### src/rtl/rxflow_pkg.sv
package rxflow_pkg;
  localparam int unsigned RXF_DATA_W = 8;
  localparam int unsigned RXF_ERR_W  = 3;

  typedef struct packed {
    logic [RXF_ERR_W-1:0]  err;
    logic [RXF_DATA_W-1:0] data;
  } rxf_entry_t;

  typedef enum logic {
    PAIR_RTS_CTS = 1'b0,
    PAIR_DTR_DSR = 1'b1
  } pair_sel_e;
endpackage

### src/rtl/rxflow_fifo.sv
module rxflow_fifo
  import rxflow_pkg::*;
#(
  parameter int unsigned DEPTH = 64,
  parameter int unsigned CNT_W = $clog2(DEPTH) + 1
) (
  input  logic             clk,
  input  logic             rst,
  input  logic             fifo_en,
  input  logic             wr_en,
  input  rxf_entry_t       wr_ent,
  input  logic             rd_en,
  input  logic             stat_rd,
  output rxf_entry_t       rd_ent,
  output logic [CNT_W-1:0] fill_q,
  output logic [CNT_W-1:0] fill_nxt,
  output logic             ovr_q
);
  localparam int unsigned PTR_W = (DEPTH > 1) ? $clog2(DEPTH) : 1;
  localparam logic [PTR_W-1:0] LAST_PTR = PTR_W'(DEPTH - 1);

  rxf_entry_t       mem [DEPTH];
  logic [PTR_W-1:0] wptr_q, rptr_q;
  logic [CNT_W-1:0] cap;
  logic             wr_ok, rd_ok, wr_drop;

  function automatic logic [PTR_W-1:0] ptr_inc(input logic [PTR_W-1:0] p);
    return (p == LAST_PTR) ? '0 : p + 1'b1;
  endfunction

  // Capacity shrinks to one holding entry when the buffer is off.
  assign cap     = fifo_en ? CNT_W'(DEPTH) : CNT_W'(1);
  assign wr_ok   = wr_en && (fill_q < cap);
  assign wr_drop = wr_en && (fill_q >= cap);
  assign rd_ok   = rd_en && (fill_q != '0);

  always_comb begin
    fill_nxt = fill_q;
    case ({wr_ok, rd_ok})
      2'b10:   fill_nxt = fill_q + 1'b1;
      2'b01:   fill_nxt = fill_q - 1'b1;
      default: fill_nxt = fill_q;
    endcase
  end

  // Storage without reset, registered read port: maps onto block RAM.
  always_ff @(posedge clk) begin
    if (wr_ok) mem[wptr_q] <= wr_ent;
  end

  always_ff @(posedge clk) begin
    if (rst)        rd_ent <= '0;
    else if (rd_ok) rd_ent <= mem[rptr_q];
  end

  always_ff @(posedge clk) begin
    if (rst) begin
      wptr_q <= '0;
      rptr_q <= '0;
      fill_q <= '0;
    end else begin
      if (wr_ok) wptr_q <= ptr_inc(wptr_q);
      if (rd_ok) rptr_q <= ptr_inc(rptr_q);
      fill_q <= fill_nxt;
    end
  end

  always_ff @(posedge clk) begin
    if (rst)          ovr_q <= 1'b0;
    else if (wr_drop) ovr_q <= 1'b1;
    else if (stat_rd) ovr_q <= 1'b0;
  end


  fill_max_chk: assert property (@(posedge clk) disable iff (rst)
    fill_q <= CNT_W'(DEPTH));


  drop_hold_chk: assert property (@(posedge clk) disable iff (rst)
    (wr_en && !rd_en && fill_q == cap) |=> (fill_q == $past(fill_q)));


  drop_flag_chk: assert property (@(posedge clk) disable iff (rst)
    (wr_en && fill_q >= cap) |=> ovr_q);


  rd_empty_chk: assert property (@(posedge clk) disable iff (rst)
    (rd_en && fill_q == '0) |=> $stable(rd_ent));
endmodule

### src/rtl/rxflow_req.sv
module rxflow_req
  import rxflow_pkg::*;
#(
  parameter int unsigned CNT_W = 7
) (
  input  logic             clk,
  input  logic             rst,
  input  logic [CNT_W-1:0] fill_nxt,
  input  logic [CNT_W-1:0] trig_lvl,
  input  logic [CNT_W-1:0] hyst_lvl,
  input  logic             auto_out,
  input  pair_sel_e        pair_sel,
  input  logic             mcr_rts,
  input  logic             mcr_dtr,
  output logic             rts_n,
  output logic             dtr_n
);
  logic [CNT_W:0] thr_hi, thr_lo, fill_w;
  logic           blk_q, blk_nxt;
  logic           auto_rts, auto_dtr;

  // One extra bit keeps trigger plus hysteresis from wrapping.
  assign fill_w = {1'b0, fill_nxt};
  assign thr_hi = {1'b0, trig_lvl} + {1'b0, hyst_lvl};
  assign thr_lo = (trig_lvl >= hyst_lvl) ? {1'b0, trig_lvl - hyst_lvl} : '0;

  always_comb begin
    blk_nxt = blk_q;
    if (fill_w >= thr_hi)      blk_nxt = 1'b1;
    else if (fill_w <= thr_lo) blk_nxt = 1'b0;
  end

  assign auto_rts = auto_out && (pair_sel == PAIR_RTS_CTS);
  assign auto_dtr = auto_out && (pair_sel == PAIR_DTR_DSR);

  always_ff @(posedge clk) begin
    if (rst) begin
      blk_q <= 1'b0;
      rts_n <= 1'b1;
      dtr_n <= 1'b1;
    end else begin
      blk_q <= blk_nxt;
      rts_n <= !(mcr_rts && !(auto_rts && blk_nxt));
      dtr_n <= !(mcr_dtr && !(auto_dtr && blk_nxt));
    end
  end


  blk_set_chk: assert property (@(posedge clk) disable iff (rst)
    (blk_q && !$past(blk_q)) |-> $past(fill_w >= thr_hi));


  rts_manual_chk: assert property (@(posedge clk) disable iff (rst)
    (!auto_out || pair_sel == PAIR_DTR_DSR) |=> (rts_n == !$past(mcr_rts)));


  dtr_off_chk: assert property (@(posedge clk) disable iff (rst)
    !mcr_dtr |=> dtr_n);
endmodule

### src/rtl/rxflow_txgate.sv
module rxflow_txgate
  import rxflow_pkg::*;
#(
  parameter int unsigned SYNC_STAGES = 2
) (
  input  logic      clk,
  input  logic      rst,
  input  logic      cts_n,
  input  logic      dsr_n,
  input  pair_sel_e pair_sel,
  input  logic      auto_in,
  input  logic      tx_busy,
  output logic      tx_allow
);
  logic [SYNC_STAGES-1:0] cts_sr, dsr_sr;
  logic                   cts_s, dsr_s, clr_hi;

  generate
    if (SYNC_STAGES == 1) begin : g_sync1
      always_ff @(posedge clk) begin
        if (rst) begin
          cts_sr <= '0;
          dsr_sr <= '0;
        end else begin
          cts_sr <= cts_n;
          dsr_sr <= dsr_n;
        end
      end
    end else begin : g_syncn
      always_ff @(posedge clk) begin
        if (rst) begin
          cts_sr <= '0;
          dsr_sr <= '0;
        end else begin
          cts_sr <= {cts_sr[SYNC_STAGES-2:0], cts_n};
          dsr_sr <= {dsr_sr[SYNC_STAGES-2:0], dsr_n};
        end
      end
    end
  endgenerate

  assign cts_s  = cts_sr[SYNC_STAGES-1];
  assign dsr_s  = dsr_sr[SYNC_STAGES-1];
  assign clr_hi = (pair_sel == PAIR_DTR_DSR) ? dsr_s : cts_s;

  // Permission moves only between characters.
  always_ff @(posedge clk) begin
    if (rst)           tx_allow <= 1'b1;
    else if (!tx_busy) tx_allow <= !(auto_in && clr_hi);
  end


  busy_hold_chk: assert property (@(posedge clk) disable iff (rst)
    tx_busy |=> $stable(tx_allow));


  gate_off_chk: assert property (@(posedge clk) disable iff (rst)
    (!auto_in && !tx_busy) |=> tx_allow);
endmodule

### src/rtl/rxflow_ctrl.sv
module rxflow_ctrl
  import rxflow_pkg::*;
#(
  parameter int unsigned DEPTH       = 64,
  parameter int unsigned SYNC_STAGES = 2,
  parameter int unsigned CNT_W       = $clog2(DEPTH) + 1
) (
  input  logic                  clk,
  input  logic                  rst,
  input  logic                  fifo_en,
  input  logic                  pair_sel,
  input  logic                  auto_in,
  input  logic                  auto_out,
  input  logic                  mcr_rts,
  input  logic                  mcr_dtr,
  input  logic [CNT_W-1:0]      trig_lvl,
  input  logic [CNT_W-1:0]      hyst_lvl,
  input  logic                  wr_en,
  input  logic [RXF_DATA_W-1:0] wr_data,
  input  logic [RXF_ERR_W-1:0]  wr_err,
  input  logic                  rd_en,
  output logic [RXF_DATA_W-1:0] rd_data,
  output logic [RXF_ERR_W-1:0]  rd_err,
  input  logic                  stat_rd,
  output logic                  ovr,
  output logic [CNT_W-1:0]      fill,
  output logic                  rx_irq,
  output logic                  rts_n,
  output logic                  dtr_n,
  input  logic                  cts_n,
  input  logic                  dsr_n,
  input  logic                  tx_busy,
  output logic                  tx_allow
);
  rxf_entry_t       wr_ent, rd_ent;
  logic [CNT_W-1:0] fill_nxt, eff_trig;
  pair_sel_e        pair_e;

  assign wr_ent  = '{err: wr_err, data: wr_data};
  assign rd_data = rd_ent.data;
  assign rd_err  = rd_ent.err;
  assign pair_e  = pair_sel_e'(pair_sel);

  rxflow_fifo #(.DEPTH(DEPTH), .CNT_W(CNT_W)) fifo_i (
    .clk(clk), .rst(rst), .fifo_en(fifo_en),
    .wr_en(wr_en), .wr_ent(wr_ent), .rd_en(rd_en), .stat_rd(stat_rd),
    .rd_ent(rd_ent), .fill_q(fill), .fill_nxt(fill_nxt), .ovr_q(ovr)
  );

  rxflow_req #(.CNT_W(CNT_W)) req_i (
    .clk(clk), .rst(rst), .fill_nxt(fill_nxt),
    .trig_lvl(trig_lvl), .hyst_lvl(hyst_lvl),
    .auto_out(auto_out), .pair_sel(pair_e),
    .mcr_rts(mcr_rts), .mcr_dtr(mcr_dtr),
    .rts_n(rts_n), .dtr_n(dtr_n)
  );

  rxflow_txgate #(.SYNC_STAGES(SYNC_STAGES)) gate_i (
    .clk(clk), .rst(rst), .cts_n(cts_n), .dsr_n(dsr_n),
    .pair_sel(pair_e), .auto_in(auto_in), .tx_busy(tx_busy),
    .tx_allow(tx_allow)
  );

  // Trigger is forced to one entry when the buffer is off or zero is programmed.
  assign eff_trig = (!fifo_en || trig_lvl == '0) ? CNT_W'(1) : trig_lvl;

  always_ff @(posedge clk) begin
    if (rst) rx_irq <= 1'b0;
    else     rx_irq <= (fill_nxt >= eff_trig);
  end


  nofifo_fill_chk: assert property (@(posedge clk) disable iff (rst)
    (!fifo_en && fill <= CNT_W'(1)) |=> (fill <= CNT_W'(1)));


  irq_empty_chk: assert property (@(posedge clk) disable iff (rst)
    (fill == '0) |-> !rx_irq);
endmodule

### config.mk
export PLATFORM = sky130hd
export DESIGN_NAME = rxflow_ctrl
export DESIGN_NICKNAME = d
export VERILOG_FILES = /design/src/rtl/rxflow_pkg.sv /design/src/rtl/rxflow_fifo.sv /design/src/rtl/rxflow_req.sv /design/src/rtl/rxflow_txgate.sv /design/src/rtl/rxflow_ctrl.sv
export SDC_FILE = /design/constraint.sdc
export NUM_CORES = 1
export LEC_CHECK = 0
export ABC_AREA = 1
export BUFFER_PORTS_ARGS = -buffer_cell sky130_fd_sc_hd__buf_2
export CAP_MARGIN = 30
export CORE_MARGIN = 2
export CORE_UTILIZATION = 46
export CTS_BUF_LIST = sky130_fd_sc_hd__clkbuf_4 sky130_fd_sc_hd__clkbuf_8
export DETAILED_ROUTE_END_ITERATION = 10
export HOLD_SLACK_MARGIN = 0.06
export PLACE_DENSITY = 0.61
export SETUP_SLACK_MARGIN = 0.2
export SYNTH_ARGS = -nofsm -noshare
export SYNTH_HDL_FRONTEND = slang
export SYNTH_SLANG_ARGS = --single-unit
### constraint.sdc
create_clock -name clk -period 9.7 [get_ports clk]
set_input_delay 0.485 -clock clk [delete_from_list [all_inputs] [get_ports clk]]
set_output_delay 0.485 -clock clk [all_outputs]
set_load 0.01 [all_outputs]
==> out/qor.yml, run 1 <==
timing.final.crit_share: 0.502
preCtsSetupSlack_ns: 5.18
rows: 97
crit_arrival_ns: 5.47
maxSlewHeadroom: 0.295
r2r_start: "fifo_i.fill_q[6]"
worstPathRequired_ns: 10.30
ctsResizeCount: 0
pin_count: 62
grt_overflow: 0
ys_seq_elements: 744
period_needed_ns: 4.87
drv_cap: 0
power.leakage_nw: 14.1
yosysWarnings: 0
ys_seq_area_frac: 0.679
grt_setup_unrepaired: "false"
synth_area_um2: 32300
yosysUniqueCellTypes: 35
worstSkewPairLatency_ns: 0.75
clock_skew_ns: 0.0452
maxClockFrequency_mhz: 205
p_int_mw: 5.81
worst_setup_path_start_kind: "flop"
grtUsageTotal: 0.240
routed_wl_um: 86400
ant_nets: 0
cts_max_path_buffers: 3
synth-simple-area-share: 0.204
clkPwrFrac: 0.305
nets: 3303
die_y_um: 269
initialDrtViolationCount: 2300
synthMuxAreaShare: 0
first_global_vias: 21800
die_w_um: 269
maxSlewViolCount: 0
via_per_inst: 5.31
critical_path.max_fanout: 13
synthAdderAreaFrac: 0.0189
hold_violations: 0
drive_above_1_share: 0.0908
ir_drop_mv: 0.210
endpoint_kind: "flop"
async_flop_share: 0
synth_ff_type: "edfxtp_1"
final_core_util: 0.517
setup_ws_ns: 4.83
syn_inst: 3139
port_buffers: 61
synth_compound_area_frac: 0.0455
cts_buffers: 116
die_area_um2: 72400
cp-startpoint: "fifo_i.fill_q[6]"
synth-edff-count: 704
hold_start: "pair_sel"
htree_levels: 3
drc: 0
routedWlPerCell_um: 20.3
syn_to_final_growth_pct: 11.6
outcome: "completed"
clkTransAtPathRegs_ns: 0.06
switching_share: 0.346
cts_tree: "done"
seqPwrFrac: 0.415
start_util: 0.463
synth_top_family_by_area: "simple AND/OR/NAND/NOR gates"
critical_path_class: "flop to flop"
worst_slew_pin_slew_ns: 1.05
hpwl_um: 49900
hold_class: "input pin to flop"
power_density_nw_per_um2: 246
grt_first_pass_wirelength_um: 130000
numClockSinks: 744
dr.pass1.iters: 5
cts_root_buf: "clkbuf_8"
syn-num-nets: 3225
p_switching_mw: 3.07
setup_tns_ns: 0
antenna_found_initial: 1
grt_max_degree: 232
synth.avg_cell_area_um2: 10.3
total_power_mw: 8.87
synth_xor_xnor_area_share: 0.00190
vias: 22600
p_comb_frac: 0.281
core_um2: 69800
setup_violations: 0
place.gp.congestion: 0.894
Yosys cell counts (2+ instances only):
library cell / n / area [um2]
clkbuf_1: 51 / 191
xor2_1: 7 / 61.3
o21ai_1: 22 / 110
edfxtp_1: 704 / 21100
inv_2: 3 / 11.3
and3_1: 5 / 31.3
a31oi_1: 5 / 31.3
nand2_1: 856 / 3210
a21o_1: 3 / 22.5
buf_2: 88 / 440
buf_1: 9 / 33.8
nand4_1: 9 / 56.3
nand3_1: 262 / 1310
o21bai_1: 2 / 15.0
buf_4: 3 / 22.5
clkinv_1: 2 / 7.51
a21oi_1: 46 / 230
o21ai_0: 206 / 1030
nor3_1: 6 / 30.0
or2_2: 3 / 18.8
fa_1: 3 / 60.1
nor2_1: 506 / 1900
dfxtp_1: 40 / 801
ha_1: 44 / 551
inv_1: 244 / 916
path summary, 6_finish.rpt:
kind	to	slack [ns]	cells past startpoint
hold / removal	gate_i.tx_allow	0.12	3
setup / recovery	req_i.dtr_n	4.83	25
hold reg to reg	gate_i.dsr_sr[1]	0.41	2
setup reg to reg	req_i.dtr_n	4.83	25
worst max-delay path, cell delays in order (launching register included):
cell           delay [ns]
dfxtp_1              0.45
ha_1                 0.31
inv_1                0.09
o21bai_1             0.06
a31oi_1              0.18
nand3_1              0.45
ha_1                 0.51
ha_1                 0.41
nand3_1              0.09
nand2_1              0.11
nand2_1              0.06
a21oi_1              0.18
o21ai_0              0.10
nand2_1              0.07
nand2_1              0.04
nand2_1              0.07
inv_1                0.09
ha_1                 0.30
nand3_1              0.08
inv_1                0.07
nand4_1              0.08
nand3_1              0.11
nand3_1              0.16
nand2_1              0.09
nand2_1              0.04
dlygate4sd3_1        0.55
per-stage QoR:
step	instances	area (um2)	hold WS, ns
finish	4255	36100	0.121
floorplan	3139	32300	0.388
detailed placement	4023	33500	0.407
CTS	4247	35900	0.0638
global placement	4014	33300	0.394
global route	4255	36100	0.102
power by group through the flow:
| stage | registers (mW) | clock network [mW] | logic (mW) |
|---|---|---|---|
| CTS | 3.68 | 2.74 | 2.47 |
| global route | 3.68 | 2.87 | 2.79 |
| global placement | 3.74 | 0 | 2.42 |
| detailed placement | 3.74 | 0 | 2.45 |
| floorplan | 3.71 | 0 | 1.71 |
| finish | 3.68 | 2.70 | 2.49 |
layout by cell type (no fill, tap or decap), drive strengths merged, types with 2 or more instances in the layout:
| master | netlist | final |
|---|---|---|
| fa | 3 | 3 |
| dlygate4sd3 | 0 | 9 |
| nand4 | 9 | 9 |
| o21ai | 228 | 228 |
| inv | 247 | 248 |
| bufinv | 0 | 6 |
| nor2 | 506 | 506 |
| o21bai | 2 | 2 |
| buf | 101 | 101 |
| a31oi | 5 | 5 |
| clkbuf | 51 | 161 |
| or2 | 4 | 4 |
| ha | 44 | 44 |
| and3 | 5 | 5 |
| clkinv | 2 | 50 |
| xor2 | 7 | 7 |
| nor3 | 7 | 7 |
| nand3 | 262 | 262 |
| a21o | 3 | 3 |
| dfxtp | 40 | 40 |
| a21oi | 46 | 46 |
| edfxtp | 704 | 704 |
| nand2 | 856 | 856 |
flip-flops by register name, indices dropped and copies added (netlist names):
name             flops
rx_irq               1
fifo_i.rptr_q        6
fifo_i.fill_q        7
fifo_i.mem         704
gate_i.tx_allow      1
gate_i.dsr_sr        2
fifo_i.rd_ent       11
req_i.rts_n          1
fifo_i.ovr_q         1
fifo_i.wptr_q        6
gate_i.cts_sr        2
req_i.dtr_n          1
req_i.blk_q          1
cells by family after synthesis:
group,Yosys count
AO/OA/AOI/OAI,288
XOR/XNOR,7
adder cells (fa/ha/maj),47
buffers and inverters,401
flip-flops,744
AND/OR/NAND/NOR,1652
metal layers:
layer  global-route usage  wire, um  vias up
met5                    0         0        -
met2                0.377     39400      964
met4               0.0881      2820        0
met1                0.335     37300    10800
li1                     -         -    10600
met3               0.0417      6870      169
cell type report:
class,instances,area (um2)
Clock buffer,159,1980
Inverter,249,945
Antenna cell,1,2.50
Fill cell,6286,33700
Sequential cell,744,21900
Clock inverter,56,410
Timing Repair Buffer,112,846
Multi-Input combinational cell,1994,8760
Tap cell,940,1180
repair_timing:
item,4_1_cts,5_1_grt
hold buffers,9,0
hold endpoints to repair,6,0
setup buffers,0,0
Power figures use the tool's default switching activity.
==> inputs of run 2 (changes only) <==
ABC_AREA = 0   (was 1)
PLACE_DENSITY = 0.62   (was 0.61)
clock period = 4.9 ns   (was 9.7 ns; I/O delays follow)
==> run 2 against run 1 <==
- area after synthesis is 6.5% lower
- synthesized cell count is 46% lower
- worst setup slack worse by 4.2 ns
- hold slack better by 0.042 ns
- design area is 4.2% lower
- critical path type unchanged
- clock skew is 0.0040 ns lower
- largest cell class unchanged
- core utilization is 1.7 points higher
==> out/qor.yml, run 2 <==
switching_share: 0.283  # was 0.346
use_met3: 0.0394  # was 0.0417
setup_tns_ns: 0  # unchanged
critical_path.max_fanout: 11  # was 13
yosysUniqueCellTypes: 62  # was 35
grt_util_met1: 0.295  # was 0.335
layout_commonest_cell: "edfxtp_1"  # was nand2_1
maxClockFrequency_mhz: 233  # was 205 MHz
power_density_nw_per_um2: 470  # was 246 nW/um2
hold_class: "input pin to flop"  # unchanged
layout.cells.non_filler: 2854  # was 4255
period_needed_ns: 4.28  # was 4.87 ns
dr.pass1.iters: 5  # unchanged
rows: 93  # was 97
p_switching_mw: 4.59  # was 3.07 mW
cts_buffers: 117  # was 116
nets: 1989  # was 3303
worstSkewPairLatency_ns: 0.73  # was 0.75 ns
dp_cells: 2622  # was 4023
seqPwrFrac: 0.449  # was 0.415
p_comb_frac: 0.221  # was 0.281
numClockSinks: 744  # unchanged
hold_violations: 0  # unchanged
die_area_um2: 67800  # was 72400 um2
setup_violations: 0  # unchanged
drv_cap: 0  # unchanged
clock_skew_ns: 0.0412  # was 0.0452 ns
first_global_vias: 16800  # was 21.8k
clkTransAtPathRegs_ns: 0.05  # was 0.06 ns
p_int_mw: 11.6  # was 5.81 mW
routedWlPerCell_um: 25.1  # was 20.3 um
routed_wl_um: 71600  # was 86400 um
yosysMostFrequentCell: "edfxtp_1"  # was nand2_1
ir_drop_mv: 0.405  # was 0.210 mV
pin_count: 62  # unchanged
vias: 16400  # was 22.6k
seq_area_um2: 22000  # was 21900 um2
grt_util_met2: 0.355  # was 0.377
synth-edff-count: 704  # unchanged
timing.hold.ws_ns: 0.163  # was 0.121 ns
ys_seq_elements: 744  # unchanged
drc: 0  # unchanged
critical_path_class: "flop to flop"  # unchanged
endpoint_kind: "flop"  # unchanged
start_util: 0.467  # was 0.463
final_cell_mix: "edfxtp_1, mux2i_1, clkbuf_8"  # was nand2_1, edfxtp_1, nor2_1
grt_first_pass_wirelength_um: 107000  # was 130000 um
cp_slowest_cell: "ha_1"  # was dlygate4sd3_1
yosys.area.top_type_share: 0.699  # was 0.654
grtUsageTotal: 0.215  # was 0.240
regMostFlops: "fifo_i.mem"  # unchanged
ys_seq_area_frac: 0.726  # was 0.679
grt_overflow: 0  # unchanged
async_flop_share: 0  # unchanged
grt_busiest_layer: "met2"  # unchanged
fillers: 5213  # was 6286
critPathMaxStageDelay_ns: 0.39  # was 0.55 ns
port_buffers: 61  # unchanged
synth_top_cells_by_area: "edfxtp_1, mux4_2, mux2i_1"  # was edfxtp_1, nand2_1, nor2_1
grt_setup_unrepaired: "false"  # unchanged
htree_levels: 3  # unchanged
maxSlewViolCount: 0  # unchanged
worstPathRequired_ns: 5.43  # was 10.30 ns
synth_area_leader_cell: "edfxtp_1"  # unchanged
largest_reg_flops: 704  # unchanged
hpwl_um: 43600  # was 49900 um
clkPwrFrac: 0.329  # was 0.305
synth.avg_cell_area_um2: 17.8  # was 10.3 um2
multi_input_area_um2: 7660  # was 8760 um2
antenna_found_initial: 0  # was 1
outcome: "completed"  # unchanged
drive_above_1_share: 0.236  # was 0.0908
syn-num-nets: 1783  # was 3225
via_per_inst: 5.76  # was 5.31
yosysWarnings: 0  # unchanged
syn_to_final_growth_pct: 14.4  # was 11.6%
crit_path_frequent_cell: "ha_1"  # was nand2_1
place.gp.congestion: 0.773  # was 0.894
crit_arrival_ns: 4.82  # was 5.47 ns
core_um2: 64700  # was 69800 um2
crit_chain: "nor4_2 -> nor4b_2 -> nor2b_2 -> ha_1 -> ha_1 -> and2_1 -> a311oi_1 -> mux2i_1 -> nand2_1 -> ha_1 -> a2111oi_0 -> o21ai_0 -> a32oi_1 -> o311ai_0"
worst_slew_pin_slew_ns: 1.07  # was 1.05 ns
synth_commonest_cells: "edfxtp_1, mux2i_1, nor2_1, mux4_2, a22oi_1"  # was nand2_1, edfxtp_1, nor2_1, nand3_1, inv_1
reg_top3: "fifo_i.mem: 704 flops, fifo_i.rd_ent: 11 flops, fifo_i.fill_q: 7 flops"  # unchanged
die_y_um: 260  # was 269 um
grt_max_degree: 101  # was 232
synth_ff_type: "edfxtp_1"  # unchanged
post_cts_buffers: 0  # unchanged
synth_area_um2: 30200  # was 32300 um2
cts_root_buf: "clkbuf_8"  # unchanged
cts_tree: "done"  # unchanged
initialDrtViolationCount: 1540  # was 2300
worst_setup_path_start_kind: "flop"  # unchanged
antenna_cells: 0  # was 1
timing.final.crit_share: 0.874  # was 0.502
ant_nets: 0  # unchanged
syn_inst: 1697  # was 3139
cts_max_path_buffers: 3  # unchanged
power.leakage_nw: 11.3  # was 14.1 nW
maxSlewHeadroom: 0.284  # was 0.295
die_w_um: 260  # was 269 um
## run 2: cell types whose count changed after synthesis, moves of 96 or more
cell	change
inv_1	-217
mux2i_1	+154
mux4_2	+96
nand2_1	-807
nand3_1	-233
nor2_1	-409
o21ai_0	-178
## run 2: what timing repair did
action                                  in CTS  in global routing
hold buffers                                17                  0
endpoints found under the setup margin       0                  3
gates resized for setup                      0                  3
endpoints found under the hold margin       46                  0
## run 2: final timing paths
kind / startpoint / to / slack, ns / cells after the start
hold reg to reg: gate_i.dsr_sr[0] / gate_i.dsr_sr[1] / 0.42 / 1
hold / removal: trig_lvl[6] / rx_irq / 0.16 / 5
setup reg to reg: fifo_i.fill_q[5] / req_i.dtr_n / 0.62 / 14
setup / recovery: fifo_i.fill_q[5] / req_i.dtr_n / 0.62 / 14
## run 2: critical path, delay by kind of cell (launching register included)
kind | cells | cell delay (ns)
DFF | 1 | 0.35
and+or+nand+nor | 5 | 0.98
AOI/OAI and AO/OA | 5 | 1.38
adders and majority gates | 3 | 1.07
muxes | 1 | 0.32
## run 2: layout make-up
type | instances | share of cell area
Sequential cell | 744 | 0.635
Multi-Input combinational cell | 832 | 0.222
Clock buffer | 175 | 0.0624
Timing Repair Buffer | 180 | 0.0387
Tap cell | 855 | 0.0310
Clock inverter | 40 | 0.00800
Inverter | 28 | 0.00304
## run 2: metal layers
layer | up-vias | wire, um | part of all wire
li1 | 7253 | - | -
met1 | 8520 | 30600 | 0.43
met2 | 561 | 35300 | 0.49
met3 | 106 | 4250 | 0.059
met4 | 0 | 1540 | 0.022
met5 | - | 0 | 0
## run 2: cells by family after synthesis
family	Yosys count	share of synthesized area
buffers and inverters	121	0.0213
XOR/XNOR	21	0.00609
AND/OR/NAND/NOR	260	0.0419
flip-flops	744	0.726
multiplexers	264	0.133
AO/OA/AOI/OAI	240	0.0518
adder cells (fa/ha/maj)	47	0.0202
## run 2: metrics by stage
stage | cell area (um2) | setup slack [ns] | power (mW) | utilization
after global routing | 34600 | 0.253 | 17.0 | 0.534
after CTS | 34500 | 0.486 | 16.4 | 0.534
after detailed placement | 31900 | 0.513 | 11.0 | 0.494
final | 34600 | 0.616 | 16.2 | 0.534
after floorplan | 30200 | 0.848 | 9.98 | -
after global placement | 31700 | 0.581 | 11.0 | 0.490
## run 2: power by group through the flow
stage | clock (mW) | combinational, mW | sequential (mW)
finish | 5.35 | 3.60 | 7.30
global route | 5.76 | 3.95 | 7.32
CTS | 5.47 | 3.60 | 7.30
floorplan | 0 | 2.68 | 7.30
global placement | 0 | 3.54 | 7.42
detailed placement | 0 | 3.57 | 7.43
